[src/rtl/subcall_pkg.sv]
package subcall_pkg;

  typedef enum logic [2:0] {
    ST_IDLE,
    ST_FETCH,
    ST_TGT_LO,
    ST_STK_RD,
    ST_PUSH_HI,
    ST_PUSH_LO,
    ST_TGT_HI,
    ST_SKIP
  } seqState_t;

  typedef enum logic {
    SRC_PC,
    SRC_STACK
  } addrSrc_t;

  typedef struct packed {
    addrSrc_t addrSrc;
    logic     writeCyc;
    logic     pushHigh;
    logic     incPc;
    logic     latchLo;
    logic     jumpPc;
    logic     decSp;
    logic     fetchCyc;
  } dpStrobe_t;

endpackage

[src/rtl/subcall_ctrl.sv]
module subcall_ctrl
  import subcall_pkg::*;
#(
  parameter int              DATA_W  = 8,
  parameter logic [DATA_W-1:0] CALL_OP = 8'h20
) (
  input  logic              clk,
  input  logic              rst,
  input  logic [DATA_W-1:0] dataIn,
  output dpStrobe_t         strobe
);

  seqState_t state;
  seqState_t nextState;

  always_ff @(posedge clk) begin
    if (rst) state <= ST_IDLE;
    else     state <= nextState;
  end

  always_comb begin
    strobe         = '0;
    strobe.addrSrc = SRC_PC;
    nextState      = state;
    case (state)
      ST_IDLE: begin
        nextState = ST_FETCH;
      end
      ST_FETCH: begin
        strobe.fetchCyc = 1'b1;
        strobe.incPc    = 1'b1;
        nextState       = (dataIn == CALL_OP) ? ST_TGT_LO : ST_SKIP;
      end
      ST_SKIP: begin
        nextState = ST_FETCH;
      end
      ST_TGT_LO: begin
        strobe.latchLo = 1'b1;
        strobe.incPc   = 1'b1;
        nextState      = ST_STK_RD;
      end
      ST_STK_RD: begin
        strobe.addrSrc = SRC_STACK;
        nextState      = ST_PUSH_HI;
      end
      ST_PUSH_HI: begin
        strobe.addrSrc  = SRC_STACK;
        strobe.writeCyc = 1'b1;
        strobe.pushHigh = 1'b1;
        strobe.decSp    = 1'b1;
        nextState       = ST_PUSH_LO;
      end
      ST_PUSH_LO: begin
        strobe.addrSrc  = SRC_STACK;
        strobe.writeCyc = 1'b1;
        strobe.decSp    = 1'b1;
        nextState       = ST_TGT_HI;
      end
      ST_TGT_HI: begin
        strobe.jumpPc = 1'b1;
        nextState     = ST_FETCH;
      end
      default: begin
        nextState = ST_IDLE;
      end
    endcase
  end

endmodule

[src/rtl/subcall_dp.sv]
module subcall_dp
  import subcall_pkg::*;
#(
  parameter int                  DATA_W     = 8,
  parameter logic [2*DATA_W-1:0] RESET_PC   = 16'h2000,
  parameter logic [DATA_W-1:0]   STACK_PAGE = 8'h01,
  parameter logic [DATA_W-1:0]   SP_INIT    = 8'hFF
) (
  input  logic                clk,
  input  logic                rst,
  input  logic [DATA_W-1:0]   dataIn,
  input  dpStrobe_t           strobe,
  output logic [2*DATA_W-1:0] addr,
  output logic [DATA_W-1:0]   dataOut,
  output logic                rdWr,
  output logic                sync
);

  localparam int ADDR_W = 2 * DATA_W;
  localparam logic [ADDR_W-1:0] PC_ONE = 1;
  localparam logic [DATA_W-1:0] SP_ONE = 1;

  logic [ADDR_W-1:0] pc;
  logic [DATA_W-1:0] sp;
  logic [DATA_W-1:0] tgtLo;

  always_ff @(posedge clk) begin
    if (rst) begin
      pc <= RESET_PC;
    end else if (strobe.jumpPc) begin
      pc <= {dataIn, tgtLo};
    end else if (strobe.incPc) begin
      pc <= pc + PC_ONE;
    end
  end

  always_ff @(posedge clk) begin
    if (rst)               sp <= SP_INIT;
    else if (strobe.decSp) sp <= sp - SP_ONE;
  end

  always_ff @(posedge clk) begin
    if (rst)                 tgtLo <= '0;
    else if (strobe.latchLo) tgtLo <= dataIn;
  end

  always_comb begin
    addr = (strobe.addrSrc == SRC_STACK) ? {STACK_PAGE, sp} : pc;
    if (strobe.writeCyc)
      dataOut = strobe.pushHigh ? pc[ADDR_W-1:DATA_W] : pc[DATA_W-1:0];
    else
      dataOut = '0;
    rdWr = ~strobe.writeCyc;
    sync = strobe.fetchCyc;
  end

endmodule

[src/rtl/subcall_seq.sv]
module subcall_seq
  import subcall_pkg::*;
#(
  parameter int                  DATA_W     = 8,
  parameter logic [2*DATA_W-1:0] RESET_PC   = 16'h2000,
  parameter logic [DATA_W-1:0]   CALL_OP    = 8'h20,
  parameter logic [DATA_W-1:0]   STACK_PAGE = 8'h01
) (
  input  logic                clk,
  input  logic                rst,
  input  logic [DATA_W-1:0]   dataIn,
  output logic [2*DATA_W-1:0] addr,
  output logic [DATA_W-1:0]   dataOut,
  output logic                rdWr,
  output logic                sync
);

  localparam logic [DATA_W-1:0] SP_INIT = '1;

  dpStrobe_t strobe;

  subcall_ctrl #(
    .DATA_W (DATA_W),
    .CALL_OP(CALL_OP)
  ) u_ctrl (
    .clk   (clk),
    .rst   (rst),
    .dataIn(dataIn),
    .strobe(strobe)
  );

  subcall_dp #(
    .DATA_W    (DATA_W),
    .RESET_PC  (RESET_PC),
    .STACK_PAGE(STACK_PAGE),
    .SP_INIT   (SP_INIT)
  ) u_dp (
    .clk    (clk),
    .rst    (rst),
    .dataIn (dataIn),
    .strobe (strobe),
    .addr   (addr),
    .dataOut(dataOut),
    .rdWr   (rdWr),
    .sync   (sync)
  );

endmodule

[config.mk]
export PLATFORM = sky130hd
export DESIGN_NAME = subcall_seq
export DESIGN_NICKNAME = d
export VERILOG_FILES = /design/src/rtl/subcall_pkg.sv /design/src/rtl/subcall_ctrl.sv /design/src/rtl/subcall_dp.sv /design/src/rtl/subcall_seq.sv
export SDC_FILE = /design/constraint.sdc
export NUM_CORES = 1
export LEC_CHECK = 0
export ABC_AREA = 0
export BUFFER_PORTS_ARGS = -buffer_cell sky130_fd_sc_hd__buf_2
export CAP_MARGIN = 20
export CORE_MARGIN = 2
export CORE_UTILIZATION = 49
export CTS_CLUSTER_SIZE = 12
export DETAILED_ROUTE_END_ITERATION = 8
export PLACE_DENSITY = 0.74
export SLEW_MARGIN = 20
export SYNTH_ARGS = -nofsm -noshare
export SYNTH_HDL_FRONTEND = slang
export SYNTH_HIERARCHICAL = 1
export SYNTH_SLANG_ARGS = --single-unit
[constraint.sdc]
create_clock -name clk -period 2.2 [get_ports clk]
set_clock_uncertainty 0.2 [all_clocks]
set_input_delay 0.11 -clock clk [delete_from_list [all_inputs] [get_ports clk]]
set_output_delay 0.11 -clock clk [all_outputs]
set_load 0.1 [all_outputs]
After elaboration in Yosys (flattened, before gate mapping)
Index checks and enable logic that the tools add are counted.
{"block": "totals", "regBits": 35, "output_inout_bits": 26}
{"block": "op_classes", "bitwise": 1, "mux": 14, "n_eq_ne": 8, "n_addsub": 2, "n_reduce_logical": 6}
{"op": "$mux W16", "n": 3}
{"op": "$pmux W3 S6", "n": 1}
{"op": "$add A16 B1 Y16 const B", "n": 1}
{"op": "$mux W8", "n": 2}
{"op": "$eq A3 B3 Y1 const B", "n": 4}
{"op": "$eq A8 B6 Y1 const B", "n": 1}
{"op": "$sub A8 B1 Y8 const B", "n": 1}
{"op": "$mux W1", "n": 7}
{"op": "$eq A3 B2 Y1 const B", "n": 2}
{"op": "$reduce_or A3 Y1", "n": 2}
{"op": "$reduce_or A2 Y1", "n": 2}
{"op": "$eq A3 B1 Y1 const B", "n": 1}
{"op": "$logic_not A3 Y1", "n": 1}
{"op": "$mux W3", "n": 1}
{"op": "$reduce_bool A2 Y1", "n": 1}
{"op": "$not A1 Y1", "n": 1}

Logic depth before layout (Yosys ltp)
{"block": "depth", "ltp_word": 5, "ltp_mapped": 7, "ltp_nobuf": 6}

Hierarchy
The synthesis kept the hierarchy.
{"module": "subcall_dp", "seq_area_each_um2": 640.6, "cells_per_inst": 215, "area_per_inst_um2": 1820.5, "n_inst": 1}
{"module": "subcall_ctrl", "seq_area_each_um2": 60.1, "cells_per_inst": 22, "area_per_inst_um2": 221.5, "n_inst": 1}

Worst setup path before layout
Ideal clock, no wire load.
{"block": "synth_timing", "path_type": "register to output", "startpoint": "reg u_ctrl.state[1]", "endpoint": "out addr[5]", "arrival_time_ns": 3.213, "stages_incl_launch_ff": 6, "path_buffers": 2, "setup_slack_ns": -1.323, "required_time_ns": 1.890, "path_cell_list": "dfxtp_1 nand2b_1 o21ai_1 clkbuf_1 clkbuf_1 o21ai_0"}
{"element": "from (decl)", "line": "subcall_ctrl.sv:13", "source": "seqState_t state;"}
{"element": "from (signal assigned)", "line": "subcall_ctrl.sv:18", "source": "else state <= nextState;"}
{"element": "to (decl)", "line": "subcall_seq.sv:12", "source": "output logic [2*DATA_W-1:0] addr,"}

==> results by stage <==
Synth:
- After synthesis, the cell types taking the most area are dfxtp_1, mux2i_1, nor2_1.
- Summing the areas of all xor and xnor instances in the mapped netlist gives between 7 and 8% of the synthesized area.
- The mean area per synthesized cell is 8.62 um^2.
- Synthesis inferred 35 register bits.
- The share of synthesized cell area in and, or, nand and nor gates is about a quarter.
- Of the post-synthesis cell area, the part taken by muxes is between 10 and 15%.
- Of all cell types, the one taking the most synthesized area is dfxtp_1.
- The dominant combinational cell family by area after synthesis is simple AND/OR/NAND/NOR gates.
- After technology mapping, the gate count stands at about 240.
- The synthesis warning total is 6.
- The fraction of the mapped netlist area in compound gates is between 10% and 20%.
- The most common cell in the synthesized netlist is dfxtp_1.
- The sequential area share after synthesis is 34.3%.
- The cell area after synthesis is roughly 2000 um^2.
- Yosys mapped the design onto 43 distinct sky130hd cell types.
- The post-synthesis net count is around 250.
- The count of flip-flops with a built-in enable after synthesis is 0.
- For this run, the leading register cell type out of synthesis is dfxtp_1.
- Summing the areas of all fa, ha and maj instances in the mapped netlist gives 1.23% of the synthesized area.
- In the synthesized netlist the async set-or-reset flop fraction comes to 0%.
- The top cell type by area accounts for around 34% of the synthesized area.
- By count the netlist is led by dfxtp_1, nor2_1, mux2i_1.

Worst setup path:
- The worst setup path is launched from a flip-flop.
- Walking the worst path, the cells encountered are nand2_1, o21ai_1, buf_4, mux2_2, clkbuf_4.
- The arrival time of data at the critical path endpoint is approximately 1800 ps.
- The worst register-to-register path ends at u_dp/pc[13].
- The endpoint of the most critical setup path is addr[7].
- The top fanout value on the critical path is 14.
- The endpoint class of the critical path is an output pin.
- Setup slack on the worst reg-to-reg path comes out at 220 ps.
- The cell at the slowest stage of the critical path is dfxtp_1.
- The worst register-to-register path begins at u_ctrl/state[0].
- The delay contributed by the slowest stage of the critical path is between 400 and 500 ps.
- The critical path contains buffers and inverters numbering 2 combined.
- Grouping stages by cell kind, the critical path spends the most delay in buffers and inverters.
- The critical path in this run is classified as reg -> out.
- The logic depth of the worst register-to-register path is 6.
- The total stage count of the critical path is 5.
- The data required time of the critical path is approximately 1900 ps.
- The worst setup path startpoint is u_ctrl/state[0].

Pwr:
- Power spread over the standard cell area amounts to approximately 780 nW/um^2.
- The worst ir drop on vdd is roughly 450 uV.
- The analysis attributes to cell leakage a power of 1.11 nW.
- The power spent charging and discharging nets is roughly 0.0009 W.
- The share of power burned in registers is 33.1%.
- The switching share of total power is between 40% and 50%.
- Internal power comes to 0.00129 W.
- The clock network burns between 20% and 30% of the power.
- The share of total power dissipated in combinational logic is around two fifths.

Place:
- The sum of net half-perimeters after detailed placement is 3450 um.
- The number of buffers added on ports is 35.
- The global placement routability congestion is around 0.81.
- Once placement finished, the instance area stood at 2550 um^2.

Global route:
- The initial antenna violation count came to 0.
- The via count of the first global-routing pass is ~1700.
- The first global-routing pass estimated 7940 um of wire.
- Entering global routing, the biggest net connects 38 pins.
- The total routing usage reported by global routing is approximately 23%.
- The total global routing overflow is 0.

Timing:
- The final total negative setup slack is 0 ps.
- The worst path uses between 90% and 100% of the clock period.
- Setup repair after global routing left no endpoint under its margin.
- The final number of max-transition violations is 0.
- The worst-case headroom to the max-slew limit is about three fifths.
- The count of endpoints failing hold in the final timing report is 0.
- The number of setup violations in the final report is 0.
- The tightest hold path in the finished design has a slack of 108 ps.
- The worst path in the final design needs a cycle of about 2100 ps, including I/O delays and setup.
- The transition at the pin with the smallest max-transition slack is about 600 ps.
- The top achievable clock speed is between 400 and 500 MHz.

Finish:
- The share of layout cells above drive strength 1 is around a third.
- The number of inserted filler cells in the final layout is around 310.
- The number of nets in the layout is approximately 300.
- The area added between synthesis and finish is 36.2%.
- The number of antenna diodes in the final layout is 0.
- The finished cells cover 2780 um^2.

Floorplanning:
- The die extent in x is roughly 69 um.
- The floorplan step defined a die boundary enclosing around 4700 um^2.
- During I/O placement, the number of pins put on the boundary was 36.
- The starting density of the core is approximately half.
- After floorplanning, the core was sized to cover approximately 4000 um^2.
- The initialized floorplan defines 23 standard-cell rows.
- The die is between 60 and 70 um tall.

Drt:
- The number of nets with antenna violations after detailed routing is 0.
- The average via count per standard cell is ~5.3.
- The iteration count of the initial detailed-routing pass is 5.
- For this run, design rule violations remaining after detail routing come to 0.
- The detailed-route wire length per cell is 14.2 um.
- The detailed router finished its first iteration with between 100 and 150 violations.
- The detailed router placed 1767 vias in this run.
- The total detailed-routing wirelength is around 4700 um.

Clock tree:
- The number of setup buffers added after CTS is 0.
- The maximum root-to-sink buffer count is 2.
- The post-CTS clock slew at the launch and capture registers of the worst setup and hold paths is 80 ps.
- The CTS root buffer is clkbuf_8.
- The number of sinks driven by the clock tree is 35.
- The number of clock buffers inserted by TritonCTS is 5.
- TritonCTS built the clock tree.
- The H-tree depth reported by CTS is 2.
- The clock insertion delay at the later pin of the skew report is between 200 and 300 ps.

Run status:
- The flow ran to the end, and the final reports show no timing, DRC or antenna violations.

Flow run:
- The max-cap check violation count is 0.

Min path:
- The path class of the tightest hold or removal check is in -> reg.
## power groups by stage
| stage | clock [W] | combinational, W | sequential (W) |
|---|---|---|---|
| after floorplan | 0 | 0.000663 | 0.000717 |
| after CTS | 0.000618 | 0.000848 | 0.000715 |
| after global placement | 0 | 0.000814 | 0.000728 |
| after detailed placement | 0 | 0.000818 | 0.000730 |
| after global routing | 0.000642 | 0.000894 | 0.000722 |
| final | 0.000601 | 0.000848 | 0.000717 |
## worst min-delay path by stage
stage	cells past startpoint	end	start	slack (ps)
2_1_floorplan	1	u_ctrl/state[0]	rst	-20
3_3_place_gp	3	u_dp/tgtLo[5]	dataIn[5]	190
3_5_place_dp	3	u_dp/tgtLo[5]	dataIn[5]	200
4_1_cts	2	u_dp/pc[3]	rst	90
5_1_grt	2	u_dp/pc[2]	rst	130
6_report	2	u_dp/pc[3]	rst	110
## stage by stage
| step | cells | setup slack, ps | power, W | util [%] |
|---|---|---|---|---|
| after floorplan | 237 | -122 | 0.00138 | - |
| after global placement | 319 | 273 | 0.00154 | 63.7 |
| after detailed placement | 319 | 164 | 0.00155 | 63.7 |
| after CTS | 335 | 0.102 | 0.00218 | 69.2 |
| after global routing | 335 | 7.39 | 0.00226 | 69.5 |
| final | 335 | 95.5 | 0.00217 | 69.5 |
## layer usage
metal	wire length, um	up-vias	global-route usage [%]
met2	2160	38	35.9
met1	2350	815	30.1
met3	181	6	5.84
met5	0	-	0
li1	-	908	-
met4	55	0	8.75
## cell type report
type | instances | area [um^2] | share of cell area [%]
multi-input cells | 170 | 1300 | 46.8
flip-flops and latches | 35 | 703 | 25.3
repair buffers | 56 | 531 | 19.1
clock buffers | 6 | 82.6 | 2.97
inverters | 16 | 65.1 | 2.34
well taps | 50 | 62.6 | 2.25
clock inverters | 2 | 35.0 | 1.26
## kinds of logic (layout without fill, tap and decap cells)
kind of cell               after synthesis  in the layout
AOI/OAI and AO/OA                       35             35
xor gates and xnor gates                17             17
adders and majority gates                2              2
buffers and inverters                   32             80
DFF                                     35             35
muxes                                   27             27
and+or+nand+nor                         89             89
## repair_timing
item | CTS | global route
endpoints found under the hold margin | 15 | 0
gates cloned | 0 | 0
endpoints found under the setup margin | 12 | 14
hold buffers | 8 | 0
resized for setup | 10 | 4
## flip-flops by register name, indices dropped and copies added, names as in the netlist
signal and count:
u_dp/pc 16, u_dp/sp 8, u_ctrl/state 3, u_dp/tgtLo 8
## cells in the final DEF (no fill, tap or decap), types with 8 or more instances in the layout
master,Yosys,routed
dlygate4sd3_1,0,8
buf_4,2,22
nand2b_1,8,8
buf_12,0,10
nand2_1,9,9
nor2_4,0,8
a21oi_1,13,13
buf_2,0,14
o21a_1,9,9
nor2_1,26,17
nor3_1,8,8
inv_1,15,15
dfxtp_1,35,33
mux2i_1,20,20
xnor2_1,10,10
(Power assumes the default switching activity.)
